### src/rtl/postcode_pkg.sv
package postcode_pkg;

  // Strobes the control half hands to the datapath half each cycle.
  typedef struct packed {
    logic push;        // store wrData at the write position
    logic loadEntry;   // capture the oldest entry into rdData
    logic loadStatus;  // capture the status word into rdData
    logic loadZero;    // capture zero into rdData
  } postStrobe_t;

endpackage

### src/rtl/postcode_ctrl.sv
module postcode_ctrl
  import postcode_pkg::*;
#(
  parameter int unsigned DEPTH = 32,
  parameter int unsigned OFS_W = 3,
  parameter logic [OFS_W-1:0] WR_OFS_A = OFS_W'(0),
  parameter logic [OFS_W-1:0] WR_OFS_B = OFS_W'(4),
  parameter logic [OFS_W-1:0] RD_DATA_OFS = OFS_W'(5),
  parameter logic [OFS_W-1:0] RD_STAT_OFS = OFS_W'(6),
  localparam int unsigned PTR_W = $clog2(DEPTH),
  localparam int unsigned CNT_W = PTR_W + 1
) (
  input  logic             clk,
  input  logic             rstN,
  input  logic             wrStb,
  input  logic             rdStb,
  input  logic [OFS_W-1:0] portOfs,
  output postStrobe_t      strb,
  output logic [PTR_W-1:0] wrPtr,
  output logic [PTR_W-1:0] rdPtr,
  output logic [CNT_W-1:0] fillCount,
  output logic             isFull,
  output logic             isEmpty,
  output logic             ovfFlag
);

  localparam logic [CNT_W-1:0] FULL_CNT = CNT_W'(DEPTH);
  localparam logic [PTR_W-1:0] LAST_PTR = PTR_W'(DEPTH - 1);

  logic captureHit;
  logic dataReadHit;
  logic statReadHit;
  logic doPush;
  logic doPop;
  logic overflowHit;

  // Port decode
  assign captureHit  = wrStb && ((portOfs == WR_OFS_A) || (portOfs == WR_OFS_B));
  assign dataReadHit = rdStb && (portOfs == RD_DATA_OFS);
  assign statReadHit = rdStb && (portOfs == RD_STAT_OFS);

  assign isFull  = (fillCount == FULL_CNT);
  assign isEmpty = (fillCount == '0);

  assign doPush      = captureHit && !isFull;
  assign overflowHit = captureHit && isFull;
  assign doPop       = dataReadHit && !isEmpty;

  always_comb begin
    strb            = '0;
    strb.push       = doPush;
    strb.loadEntry  = doPop;
    strb.loadStatus = statReadHit;
    strb.loadZero   = rdStb && !doPop && !statReadHit;
  end

  function automatic logic [PTR_W-1:0] nextPtr(input logic [PTR_W-1:0] p);
    return (p == LAST_PTR) ? '0 : p + 1'b1;
  endfunction

  always_ff @(posedge clk or negedge rstN) begin
    if (!rstN) begin
      wrPtr <= '0;
    end else if (doPush) begin
      wrPtr <= nextPtr(wrPtr);
    end
  end

  always_ff @(posedge clk or negedge rstN) begin
    if (!rstN) begin
      rdPtr <= '0;
    end else if (doPop) begin
      rdPtr <= nextPtr(rdPtr);
    end
  end

  always_ff @(posedge clk or negedge rstN) begin
    if (!rstN) begin
      fillCount <= '0;
    end else begin
      unique case ({doPush, doPop})
        2'b10:   fillCount <= fillCount + 1'b1;
        2'b01:   fillCount <= fillCount - 1'b1;
        default: fillCount <= fillCount;
      endcase
    end
  end

  always_ff @(posedge clk or negedge rstN) begin
    if (!rstN) begin
      ovfFlag <= 1'b0;
    end else if (overflowHit) begin
      ovfFlag <= 1'b1;
    end
  end

endmodule

### src/rtl/postcode_dpath.sv
module postcode_dpath
  import postcode_pkg::*;
#(
  parameter int unsigned DATA_W = 8,
  parameter int unsigned DEPTH = 32,
  localparam int unsigned PTR_W = $clog2(DEPTH),
  localparam int unsigned CNT_W = PTR_W + 1
) (
  input  logic              clk,
  input  logic              rstN,
  input  postStrobe_t       strb,
  input  logic [PTR_W-1:0]  wrPtr,
  input  logic [PTR_W-1:0]  rdPtr,
  input  logic [CNT_W-1:0]  fillCount,
  input  logic              isFull,
  input  logic              isEmpty,
  input  logic              ovfFlag,
  input  logic [DATA_W-1:0] wrData,
  output logic [DATA_W-1:0] rdData
);

  logic [DATA_W-1:0] codeMem [DEPTH];
  logic [DATA_W-1:0] statusWord;

  // Entry storage, no reset needed: occupancy lives in the control half.
  always_ff @(posedge clk) begin
    if (strb.push) begin
      codeMem[wrPtr] <= wrData;
    end
  end

  // Status layout: flags in the three top bits, count in the low bits.
  always_comb begin
    statusWord             = '0;
    statusWord[DATA_W-1]   = ovfFlag;
    statusWord[DATA_W-2]   = isFull;
    statusWord[DATA_W-3]   = isEmpty;
    statusWord[PTR_W-1:0]  = fillCount[PTR_W-1:0];
  end

  always_ff @(posedge clk or negedge rstN) begin
    if (!rstN) begin
      rdData <= '0;
    end else if (strb.loadEntry) begin
      rdData <= codeMem[rdPtr];
    end else if (strb.loadStatus) begin
      rdData <= statusWord;
    end else if (strb.loadZero) begin
      rdData <= '0;
    end
  end

endmodule

### src/rtl/postcode_fifo.sv
module postcode_fifo
  import postcode_pkg::*;
#(
  parameter int unsigned DATA_W = 8,
  parameter int unsigned DEPTH = 32,
  parameter int unsigned OFS_W = 3,
  parameter logic [OFS_W-1:0] WR_OFS_A = OFS_W'(0),
  parameter logic [OFS_W-1:0] WR_OFS_B = OFS_W'(4),
  parameter logic [OFS_W-1:0] RD_DATA_OFS = OFS_W'(5),
  parameter logic [OFS_W-1:0] RD_STAT_OFS = OFS_W'(6)
) (
  input  logic              clk,
  input  logic              rstN,
  input  logic              wrStb,
  input  logic              rdStb,
  input  logic [OFS_W-1:0]  portOfs,
  input  logic [DATA_W-1:0] wrData,
  output logic [DATA_W-1:0] rdData,
  output logic              irqOut
);

  localparam int unsigned PTR_W = $clog2(DEPTH);
  localparam int unsigned CNT_W = PTR_W + 1;

  postStrobe_t      strb;
  logic [PTR_W-1:0] wrPtr;
  logic [PTR_W-1:0] rdPtr;
  logic [CNT_W-1:0] fillCount;
  logic             isFull;
  logic             isEmpty;
  logic             ovfFlag;

  postcode_ctrl #(
    .DEPTH(DEPTH), .OFS_W(OFS_W),
    .WR_OFS_A(WR_OFS_A), .WR_OFS_B(WR_OFS_B),
    .RD_DATA_OFS(RD_DATA_OFS), .RD_STAT_OFS(RD_STAT_OFS)
  ) ctrl_i (
    .clk(clk), .rstN(rstN), .wrStb(wrStb), .rdStb(rdStb), .portOfs(portOfs),
    .strb(strb), .wrPtr(wrPtr), .rdPtr(rdPtr), .fillCount(fillCount),
    .isFull(isFull), .isEmpty(isEmpty), .ovfFlag(ovfFlag)
  );

  postcode_dpath #(
    .DATA_W(DATA_W), .DEPTH(DEPTH)
  ) dpath_i (
    .clk(clk), .rstN(rstN), .strb(strb), .wrPtr(wrPtr), .rdPtr(rdPtr),
    .fillCount(fillCount), .isFull(isFull), .isEmpty(isEmpty),
    .ovfFlag(ovfFlag), .wrData(wrData), .rdData(rdData)
  );

  assign irqOut = ovfFlag;

endmodule

### config.mk
export PLATFORM = sky130hd
export DESIGN_NAME = postcode_fifo
export DESIGN_NICKNAME = d
export VERILOG_FILES = /design/src/rtl/postcode_pkg.sv /design/src/rtl/postcode_ctrl.sv /design/src/rtl/postcode_dpath.sv /design/src/rtl/postcode_fifo.sv
export SDC_FILE = /design/constraint.sdc
export NUM_CORES = 1
export LEC_CHECK = 0
export ABC_AREA = 1
export ABC_CLOCK_PERIOD_IN_PS = 2500
export CORE_MARGIN = 5
export CORE_UTILIZATION = 30
export CTS_CLUSTER_SIZE = 16
export DETAILED_ROUTE_END_ITERATION = 6
export GPL_TIMING_DRIVEN = 0
export PLACE_DENSITY = 0.48
export SLEW_MARGIN = 20
export SYNTH_ARGS = -nofsm -noshare
export SYNTH_HDL_FRONTEND = slang
export SYNTH_SLANG_ARGS = --single-unit
### constraint.sdc
create_clock -name clk -period 2.5 [get_ports clk]
set_input_delay 0.25 -clock clk [delete_from_list [all_inputs] [get_ports clk]]
set_output_delay 0.25 -clock clk [all_outputs]
set_load 0.005 [all_outputs]
Word-level counts from Yosys, hierarchy flattened:

Memory sizes are Yosys's and may differ from the RTL's.
Cells that the tools add are included.

* equality and inequality tests: 8
* add/subtract/negate cells: 4
* reduce and logical (&&, ||, !) cells: 17
* muxes and demuxes: 8

Operators with widths (count)
* $mux W8: 3
* $pmux W6 S2: 1
* $add A5 B1 Y5 const B: 2
* $eq A5 B5 Y1 const B: 2
* $mux W5: 2
* $eq A3 B3 Y1 const B: 3
* $logic_and A1 B1 Y1: 8
* $add A6 B1 Y6 const B: 1
* $eq A6 B6 Y1 const B: 1
* $logic_not A6 Y1: 1
* $sub A6 B1 Y6 const B: 1
* $logic_not A1 Y1: 4
* $logic_not A3 Y1: 1
* $reduce_bool A3 Y1: 1
* $eq A2 B1 Y1 const B: 1
* $eq A2 B2 Y1 const B: 1
* $mux W1: 2
* $reduce_bool A2 Y1: 1
* $logic_or A1 B1 Y1: 1

* word-level logic and storage cells: 43
* RAM bits: 256
* register bits: 25
* memories kept: 1
* output and inout bits: 9
* bits of input ports: 15

Memory list
* dpath_i.codeMem: depth 32, bits a word 8, read ports 1, clocked after Yosys merged registers in 0, write ports 1, RTL line postcode_dpath.sv:22 `logic [DATA_W-1:0] codeMem [DEPTH];`

Logic depth before layout (Yosys ltp):

Gate-level depths: netlist (run 1).

* word-level depth: 9
* mapped depth: 18

Hierarchy:

A second synthesis (run 1) with hierarchy kept.

* cell total of the unflattened synthesis: 1106
* area total of the unflattened synthesis: 12059.1 µm²

By module, submodules not included
* postcode_dpath: area an instance 10936.7 µm², seq. area each 7887.6 µm², instances 1, cells an instance 966
* postcode_ctrl: area an instance 1122.3 µm², seq. area each 425.4 µm², instances 1, cells an instance 140

Worst setup path after synthesis (run 1):

No wires, ideal clock.

* path type: reg-to-reg
* start: register ctrl_i.fillCount[4]
* end: register ctrl_i.fillCount[4]
* setup time: 117 ps
* setup slack: 300 ps
* stages on the path, launching flop included: 15
* clock period less this slack: 2200 ps
* path buffers: 2
* data arrival time: 2083 ps
* path through: dfrtp_1 nor2_1 nand3_1 nand2_1 inv_1 buf_2 ha_1 buf_2 xor2_1 ha_1 o21bai_1 nand2_1 nand3_1 nand3_1 nand2_1

* cells in the longest elaborated chain, start to end: 5
* elaborated cells on any way between the ends: 12

RTL lines
* start: declaration: RTL line postcode_ctrl.sv:21 `output logic [CNT_W-1:0] fillCount,`
* start signal: assignment: RTL line postcode_ctrl.sv:82 `2'b10: fillCount <= fillCount + 1'b1;`
* start signal: assignment: RTL line postcode_ctrl.sv:83 `2'b01: fillCount <= fillCount - 1'b1;`
* start signal: assignment: RTL line postcode_ctrl.sv:84 `default: fillCount <= fillCount;`
* $logic_not A6 Y1 *: RTL line postcode_ctrl.sv:43 `assign isEmpty = (fillCount == '0);`
* $logic_not A1 Y1 *: RTL line postcode_ctrl.sv:47 `assign doPop = dataReadHit && !isEmpty;`
* $logic_and A1 B1 Y1 *: RTL line postcode_ctrl.sv:47
* net ctrl_i.doPop: RTL line postcode_ctrl.sv:34 `logic doPop;`
* $eq A2 B1 Y1 or $eq A2 B2 Y1 (tied branches): RTL line postcode_ctrl.sv:81 `unique case ({doPush, doPop})`
* $pmux W6 S2 or $reduce_bool A2 Y1 (tied branches)

The timed path passes the listed nets; every way through them passes the cells marked *.
A chain may end at the register's enable or synchronous reset.

Worst setup path after layout (run 1):

* start: register ctrl_i.fillCount[3]
* end: memory dpath_i.codeMem[12][3] (enable)

* cells in the longest elaborated chain, start to end: 5

RTL lines
* $eq A6 B6 Y1: RTL line postcode_ctrl.sv:42 `assign isFull = (fillCount == FULL_CNT);`
* $logic_not A1 Y1: RTL line postcode_ctrl.sv:45 `assign doPush = captureHit && !isFull;`
* $logic_and A1 B1 Y1: RTL line postcode_ctrl.sv:45
* $mux W1: RTL line postcode_dpath.sv:27 `if (strb.push) begin`
* $mux W1 (not written as such): RTL line postcode_dpath.sv:28 `codeMem[wrPtr] <= wrData;`
* end: declaration: RTL line postcode_dpath.sv:22

No other way between the ends.

==> results by stage, run 1 <==
Synth:
- By instance count, the leading cell after synthesis is sky130_fd_sc_hd__nand2_1.
- In the post-synthesis netlist, the biggest area contributors are sky130_fd_sc_hd__edfxtp_1, sky130_fd_sc_hd__nand2_1, sky130_fd_sc_hd__nand3_1.
- After synthesis, the largest area contributor takes up 64.7% of total cell area.
- During synthesis, Yosys emitted a total of 0 warnings.
- The count of flip-flops with a built-in enable after synthesis is 256.
- The mapped netlist covers between 0.01 and 0.015 mm2.
- A synthesized cell averages 10.9 um2.
- The net count after synthesis is around 1,100.
- The synthesized instance count is 1,089.
- Synthesis instantiated 27 different standard cells from the library.
- Among all flip-flop cells after synthesis, the most frequent one is sky130_fd_sc_hd__edfxtp_1.
- The cell accounting for the most synthesized area is sky130_fd_sc_hd__edfxtp_1.
- The sequential cell area fraction in the yosys report is 70.0%.
- The synthesized design contains 281 register bits.
- The async set-reset flop share out of synthesis is 8.90%.
- The commonest cells after synthesis are sky130_fd_sc_hd__nand2_1, sky130_fd_sc_hd__edfxtp_1, sky130_fd_sc_hd__nand3_1, sky130_fd_sc_hd__buf_2, sky130_fd_sc_hd__nor2_1.

Finish:
- The area growth from synthesis to layout is 17.5%.
- The finished layout holds 1,701 standard cells, fillers aside.
- The proportion of layout cells with a drive suffix above 1 is 11.8%.
- After the last flow step, the layout net total stands at between 1,000 and 1,500.
- The number of diodes added for antenna fixing is 0.
- Cells fill 35.8% of the core in the end.
- The multi-input combinational cells in the finished layout cover a total of 0.00328 mm2.
- The area of all placed cells without fillers is 0.0140 mm2.
- The final-layout fill cell count is around 3,800.
- The storage element area is 0.00832 mm2.

Placement:
- Once detailed placement completed, the half-perimeter wirelength came to 24.2 mm.
- OpenSTA, run right after detailed placement, puts the worst setup slack at -0.589 ns.
- The instance count after placement with tap cells included is 1,634.
- The final weighted congestion of routability-driven global placement is 0.870.
- Once placement finished, the instance area stood at 0.0128 mm2.
- Port buffering added 23 buffers.

Clock tree:
- Clock tree synthesis selected as its root buffer the cell sky130_fd_sc_hd__clkbuf_16.
- The clock passes through at most 3 buffers.
- The number of clock buffers added by TritonCTS is 31.
- The clock reaches the later pin of the worst-skew pair after approximately 0.57 ns.
- CTS built an H-tree with a depth of 1.
- The clock edge transition at the registers on the reported setup and hold paths is 0.06 ns.
- The CTS tree is yes.
- Clock tree synthesis found a total of 281 sinks.

GRT:
- The first global-routing pass estimated about 53 mm of wire.
- The initial antenna violation count was 0.
- Global routing finished with a remaining overflow of 0.
- The global routing usage summed across all routing layers is between 10% and 20%.
- The number of global-route vias before repair is 7,907.
- The largest net degree at the start of global routing is 33.

Critical path:
- The worst endpoint data arrival time is 2.63 ns.
- The largest single stage delay on the critical path is 0.80 ns.
- Walking the worst path, the cells encountered are nor2_4 > nand2_1 > nor3_4 > inv_1 > nand2_4 > inv_2 > nand2_1 > nor2_1.
- The largest fanout on the critical path is 8.
- The worst endpoint required time is 2.68 ns.
- STA classifies the critical path endpoint as a register.
- Counting stages on the worst path, the most repeated cell is sky130_fd_sc_hd__nand2_1.
- The type of the setup path with the least slack is register to register.
- The origin of the critical flop-to-flop path is ctrl_i.fillCount[3].
- The launching element of the worst setup path is ctrl_i.fillCount[3].
- The worst setup path is launched from a register.
- The largest individual stage delay along the critical path comes from the cell sky130_fd_sc_hd__nor2_1.

Pwr:
- Summed over all cells, the static leakage comes to 5.23 nW.
- The internal power of the cells totals 9.43 mW.
- The power after layout is 15.5 mW.
- The combinational share of power is between 30 and 40%.
- The switching power is 6.10 mW.
- The switching share of power is about two fifths.
- The part of the total power dissipated in sequential elements is 36.0%.
- The power density normalized to cell area is 1110 mW/mm2.
- The largest vdd supply drop is 515 uV.
- The share of total power dissipated in the clock network is 28.4%.

Hold path:
- The type of the most critical hold path is input port to register.
- The startpoint identified for the worst hold timing path is wrData[3].

Floorplanning:
- 24 I/O pins were placed.
- The die is 209 um wide.
- The effective utilization at floorplan is 30.5%.
- The row count is 72.
- The area of the placeable core is 0.0389 mm2.
- The die covers ~0.044 mm2.
- The y dimension of the die is 209 um.

Detailed routing:
- Wires add up to ~36 mm.
- Once detail routing completed, the nets flagged for antenna violations numbered 0.
- For this run, design rule violations remaining after detail routing come to 0.
- The routed wirelength normalized by instance count is ~21 um.
- The count of TritonRoute iterations in the first routing pass is 5.
- Summing over every cut layer, the via total after detailed routing is 8,258.
- The detailed router finished its first iteration with 830 violations.
- The per-cell via count in the routed design is ~4.9.

Status:
- The flow ran to the end, and the final reports show no timing, DRC or antenna violations.

Timing:
- Setup repair after global routing could not meet its margin everywhere.
- Timing would allow up to around 0.4 GHz.
- The actual transition at the worst max-transition pin is 1.01 ns.
- Setup violations remaining at the end of the flow were counted as 0.
- The post-route clock period utilization is between 90% and 100%.
- The total count of hold-check failures in the final report came to 0.
- The worst slew margin relative to its limit is 32.6%.
- Once routing completed, OpenROAD measured the worst setup slack at around 0.054 ns.
- The final worst clock skew is 0.0169 ns.
- Hold timing on the final database bottoms out at a slack of 0.128 ns.
- The worst path in the final design needs a cycle of ~2.4 ns, including I/O delays and setup.
- The setup TNS is 0 ns.
- The final count of pins violating max slew is 0.

Flow run:
- The max-cap violation count is 0.
-- cell families (layout without fill, tap and decap cells) --
group	Yosys count	after routing	synth area share (%)
flops	281	281	70.0
fa+ha+maj	9	9	0.948
compound gates	21	21	0.927
simple gates	686	686	24.4
buf+inv	84	178	3.19
xor+xnor	8	8	0.590
-- power groups by stage --
| stage | Combinational, mW | Sequential, mW | Clock [mW] |
|---|---|---|---|
| 6_report | 5.53 | 5.59 | 4.42 |
| 5_1_grt | 6.06 | 5.61 | 4.69 |
| 4_1_cts | 5.41 | 5.56 | 4.50 |
| 3_5_place_dp | 5.39 | 5.65 | 0 |
| 3_3_place_gp | 5.35 | 5.66 | 0 |
| 2_1_floorplan | 3.20 | 5.59 | 0 |
-- what timing repair did --
item,4_1_cts,5_1_grt
hold buffers,1,0
endpoints found under the hold margin,25,0
pin swaps,0,1
setup endpoints to repair,75,60
buffers inserted,1,9
gates resized for setup,7,16
-- worst paths after layout --
path,slack (ns),depth (start not counted),endpoint
worst max-delay path,0.05,8,dpath_i.codeMem[12][3]
worst min-delay path,0.13,2,dpath_i.codeMem[16][3]
worst max register to register,0.05,8,dpath_i.codeMem[12][3]
worst min register to register,0.49,1,ctrl_i.ovfFlag
max in group asynchronous,1.83,2,ctrl_i.fillCount[1]
min in group asynchronous,0.23,2,dpath_i.rdData[0]
-- state kept, by name, indices dropped and copies added, names as in the netlist --
register          count
ctrl_i.fillCount      6
dpath_i.codeMem     256
ctrl_i.ovfFlag        1
ctrl_i.wrPtr          5
dpath_i.rdData        8
ctrl_i.rdPtr          5
-- area by class of cell --
| type | count | area share [%] |
|---|---|---|
| plain buffers | 57 | 2.00 |
| clock buffers | 42 | 6.07 |
| clock inverters | 15 | 0.906 |
| inverters | 26 | 0.726 |
| multi-input cells | 724 | 23.5 |
| flip-flops and latches | 281 | 59.6 |
| well taps | 518 | 4.65 |
| repair buffers | 38 | 2.53 |
-- per-layer routing --
layer  wire length, um  GRT usage, %  vias up
met4               940          4.03        0
met1             16300          23.2     4029
met5                 0             0        -
met3              2430          2.52       65
li1                  -             -     3886
met2             16200          25.3      278
-- cells in the final DEF, fill, tap and decap left out, types with 5 or more instances in the layout --
master                              n
sky130_fd_sc_hd__nand2_1          417
sky130_fd_sc_hd__edfxtp_1         256
sky130_fd_sc_hd__nand3_1          214
sky130_fd_sc_hd__buf_2             49
sky130_fd_sc_hd__clkbuf_16         31
sky130_fd_sc_hd__nor2_1            29
sky130_fd_sc_hd__inv_1             23
sky130_fd_sc_hd__dfrtp_1           20
sky130_fd_sc_hd__clkbuf_1          18
sky130_fd_sc_hd__clkdlybuf4s50_1   14
sky130_fd_sc_hd__buf_4             12
sky130_fd_sc_hd__o21ai_0            9
sky130_fd_sc_hd__ha_1               9
sky130_fd_sc_hd__a21oi_1            7
sky130_fd_sc_hd__clkinv_2           6
sky130_fd_sc_hd__nor2_2             5
sky130_fd_sc_hd__clkinv_1           5
sky130_fd_sc_hd__dfrtp_2            5
-- worst max-delay path: cells and delay by family (launching register included) --
kind	cells	cell delay [ns]
and+or+nand+nor	6	1.42
DFF	1	0.46
buffers and inverters	2	0.19
No activity file was read; power rests on OpenSTA's default activity.
==> run 2: changes to the inputs <==
--- a/config.mk
+++ b/config.mk
@@ -13,6 +13,7 @@
 export DETAILED_ROUTE_END_ITERATION = 6
 export GPL_TIMING_DRIVEN = 0
 export PLACE_DENSITY = 0.48
+export SKIP_LAST_GASP = 1
 export SLEW_MARGIN = 20
 export SYNTH_ARGS = -nofsm -noshare
 export SYNTH_HDL_FRONTEND = slang
==> run 2 against run 1 <==
Compared with the run above: die area is the same; count of clock-buffer cells in the layout is the same; total power is the same; largest cell class unchanged; largest power group unchanged; highest routed layer unchanged.
==> results by stage, run 2 (synthesis gave the netlist of run 1 again) <==
Status:
- The run finished with clean final reports.

Timing:
- The final count of pins violating max slew was 0 (unchanged).
- The time the worst path needs with I/O delays and setup is 2.45 ns (unchanged).
- The worst slew margin relative to its limit is 32.6% (unchanged).
- The highest clock rate is 0.409 GHz (unchanged).
- The post-route clock period utilization is 97.8% (unchanged).
- Setup repair after global routing could not meet its margin everywhere.
- The minimum setup slack in the final design is 0.0540 ns (unchanged).
- The final worst clock skew is 0.0169 ns (unchanged).
- The count of final setup violators came to 0 (unchanged).
- The actual transition at the worst max-transition pin is 1.01 ns (unchanged).
- The total count of hold-check failures in the final report is 0 (unchanged).

Finish:
- The final-layout fill cell count is 3,849 (unchanged).
- The number of diodes added for antenna fixing is 0 (unchanged).
- The area taken by multi-input logic gates came to 0.00328 mm2 (unchanged).
- The count of placed standard cells in the final layout, fillers left out is 1,701 (unchanged).
- The most flop-heavy register is dpath_i.codeMem.
- In the layout the commonest cells are sky130_fd_sc_hd__nand2_1, sky130_fd_sc_hd__edfxtp_1, sky130_fd_sc_hd__nand3_1.
- The library cell used most frequently in the layout, excluding fill and tap cells, is sky130_fd_sc_hd__nand2_1.
- The area of all placed cells without fillers is 0.0140 mm2 (unchanged).
- The storage element area is 0.00832 mm2 (unchanged).
- The post-layout utilization of the core came to 35.8% (unchanged).
- The layout overhead on the synthesized area is 17.5% (unchanged).
- The proportion of layout cells with a drive suffix above 1 is 11.8% (unchanged).
- In the final layout, the registers with the most flip-flops are dpath_i.codeMem: 256 flops, dpath_i.rdData: 8 flops, ctrl_i.fillCount: 6 flops.
- The final layout net count came to 1,183 (unchanged).
- The number of flip-flops in the largest register came to 256 (unchanged).

Hold path:
- The hold path depth is 2 (unchanged).
- The end point of the most critical hold path is dpath_i.codeMem[16][3].
- The startpoint identified for the worst hold timing path is wrData[3].
- The worst hold path belongs to the class input port to register.

Critical path:
- The worst setup path is of the register to register kind.
- The delay of the slowest cell on the worst path is 0.80 ns (about the same).
- The critical path goes through nor2_4 > nand2_1 > nor3_4 > inv_1 > nand2_4 > inv_2 > nand2_1 > nor2_1.
- The startpoint identified for the worst register-to-register timing path is ctrl_i.fillCount[3].
- The critical-path cell with the highest stage delay is sky130_fd_sc_hd__nor2_1.
- The worst setup path is captured at a register.
- The number of cells on the worst reg-to-reg path is 8 (unchanged).
- The total stage count of the critical path is 8 (unchanged).
- The gate family responsible for the most delay along the worst path is simple AND/OR/NAND/NOR gates.
- The worst endpoint data arrival time is 2.63 ns (about the same).
- The reg-to-reg setup timing slack was 0.05 ns (about the same).
- The startpoint type of the worst setup path is a register.
- The worst endpoint required time is 2.68 ns (about the same).
- The cell seen most often among critical-path stages is sky130_fd_sc_hd__nand2_1.
- The largest fanout on the critical path is 8 (unchanged).
- The endpoint identified for the worst register-to-register timing path is dpath_i.codeMem[12][3].
- The number of buffer and inverter stages on the critical path is 2 (unchanged).

Clock tree:
- The number of buffers added by the clock tree synthesis step is 31 (unchanged).
- The level count of the clock H-tree was 1 (unchanged).
- The number of buffers between clock root and the deepest sink was 3 (unchanged).
- The CTS tree is yes.
- The clock edge transition at the registers on the reported setup and hold paths is 0.06 ns (about the same).
- The total number of clock tree sinks is 281 (unchanged).
- The clock latency of the later-clocked register in the worst-skew pair came to 0.57 ns (about the same).
- The clock tree root buffer cell is sky130_fd_sc_hd__clkbuf_16.

Detailed routing:
- The number of DRC violations after detailed routing is 0 (unchanged).
- The count of TritonRoute iterations in the first routing pass is 5 (unchanged).
- The remaining number of nets flagged by the antenna check after routing is 0 (unchanged).
- The per-cell via count in the routed design was 4.85 (unchanged).
- The total detailed-routing wirelength is 35.9 mm (unchanged).
- The number of vias after detailed routing was 8,258 (unchanged).
- The routed wirelength normalized by instance count is 21.1 um (unchanged).
- The iteration-0 DRC count of the detailed router is 830 (unchanged).

Pwr:
- The combinational share of power is 35.6% (about the same).
- The switching share of power came to 39.3% (unchanged).
- The clock network power share is 28.4% (about the same).
- The switching power is 6.10 mW (unchanged).
- The leakage power figure is 5.23 nW (unchanged).
- The part of the total power dissipated in sequential elements is 36.0% (about the same).
- The internal power consumption came to 9.43 mW (unchanged).
- The power density normalized to cell area is 1110 mW/mm2 (unchanged).
- The power after layout is 15.5 mW (unchanged).
- The largest vdd supply drop is 515 uV (unchanged).

GRT:
- The largest net degree at the start of global routing is 33 (unchanged).
- The number of global-route vias before repair was 7,907 (unchanged).
- The overflow left after global routing was 0 (unchanged).
- The global routing usage summed across all routing layers is 16.0% (unchanged).
- The first-pass GRT wire length is 52.7 mm (unchanged).
- The initial antenna violation count is 0 (unchanged).

Floorplanning:
- The x dimension of the die is 209 um (unchanged).
- The area of the placeable core is 0.0389 mm2 (unchanged).
- The effective utilization at floorplan was 30.5% (unchanged).
- The number of top-level pins came to 24 (unchanged).
- The row count came to 72 (unchanged).
- The y dimension of the die is 209 um (unchanged).
- The floorplan die area was 0.0437 mm2 (unchanged).

Placement:
- The final weighted congestion of routability-driven global placement came to 0.870 (unchanged).
- The number of buffers inserted by port buffering is 23 (unchanged).
- The placed wire-length estimate after detailed placement was 24.2 mm (unchanged).
- The area of placed instances came to 0.0128 mm2 (unchanged).
- The instance count after placement with tap cells included is 1,634 (unchanged).
- The pre-CTS setup slack is -0.589 ns (unchanged).

Flow run:
- The max-cap violation count is 0 (unchanged).
run 2: cell type report:
type                       count  share of cell area (%)
buffer                        57                    2.00
clock buffer                  42                    6.07
clock inverter                15                   0.906
inverter                      26                   0.726
multi-input combinational    724                    23.5
sequential                   281                    59.6
tap                          518                    4.65
timing repair buffer          38                    2.53
run 2: how the worst max path moves through the flow:
stage                        start                endpoint  slack [ns]
3_3_place_gp            portOfs[0]  dpath_i.codeMem[23][7]       -0.54
3_5_place_dp            portOfs[0]  dpath_i.codeMem[24][1]       -0.59
5_1_grt        ctrl_i.fillCount[2]     ctrl_i.fillCount[4]       -0.06
4_1_cts        ctrl_i.fillCount[2]     ctrl_i.fillCount[4]       0.001
2_1_floorplan  ctrl_i.fillCount[4]     ctrl_i.fillCount[4]        0.30
6_report       ctrl_i.fillCount[3]  dpath_i.codeMem[12][3]        0.05
run 2: worst register-to-register path, stage by stage (launching register included):
cell,delay [ns]
sky130_fd_sc_hd__dfrtp_2,0.46
sky130_fd_sc_hd__nor2_4,0.06
sky130_fd_sc_hd__nand2_1,0.11
sky130_fd_sc_hd__nor3_4,0.05
sky130_fd_sc_hd__inv_1,0.09
sky130_fd_sc_hd__nand2_4,0.10
sky130_fd_sc_hd__inv_2,0.10
sky130_fd_sc_hd__nand2_1,0.30
sky130_fd_sc_hd__nor2_1,0.81
run 2: stage by stage:
stage,hold WS (ns),TNS (ns)
2_1_floorplan,-0.0456,0
3_3_place_gp,0.468,-85.31
3_5_place_dp,0.303,-75.57
4_1_cts,0.118,0
5_1_grt,0.141,-0.692
6_report,0.128,0
run 2: power by group through the flow:
stage	registers, mW	clock network (mW)	logic [mW]
floorplan	5.59	0	3.20
global placement	5.66	0	5.35
detailed placement	5.65	0	5.39
CTS	5.56	4.50	5.41
global route	5.61	4.69	6.06
finish	5.59	4.42	5.53
run 2: layer usage:
layer / global-route usage (%) / wire length (um) / vias up
met5: 0 / 0 / -
met4: 4.03 / 940 / 0
met3: 2.52 / 2430 / 65
met2: 25.3 / 16200 / 278
met1: 23.2 / 16300 / 4029
li1: - / - / 3886
run 2: repair_timing:
| action | CTS | global route |
|---|---|---|
| setup endpoints to repair | 75 | 60 |
| buffers inserted | 1 | 9 |
| hold endpoints to repair | 25 | 0 |
| hold buffers | 1 | 0 |
| pin swaps | 0 | 1 |
| resized for setup | 7 | 16 |
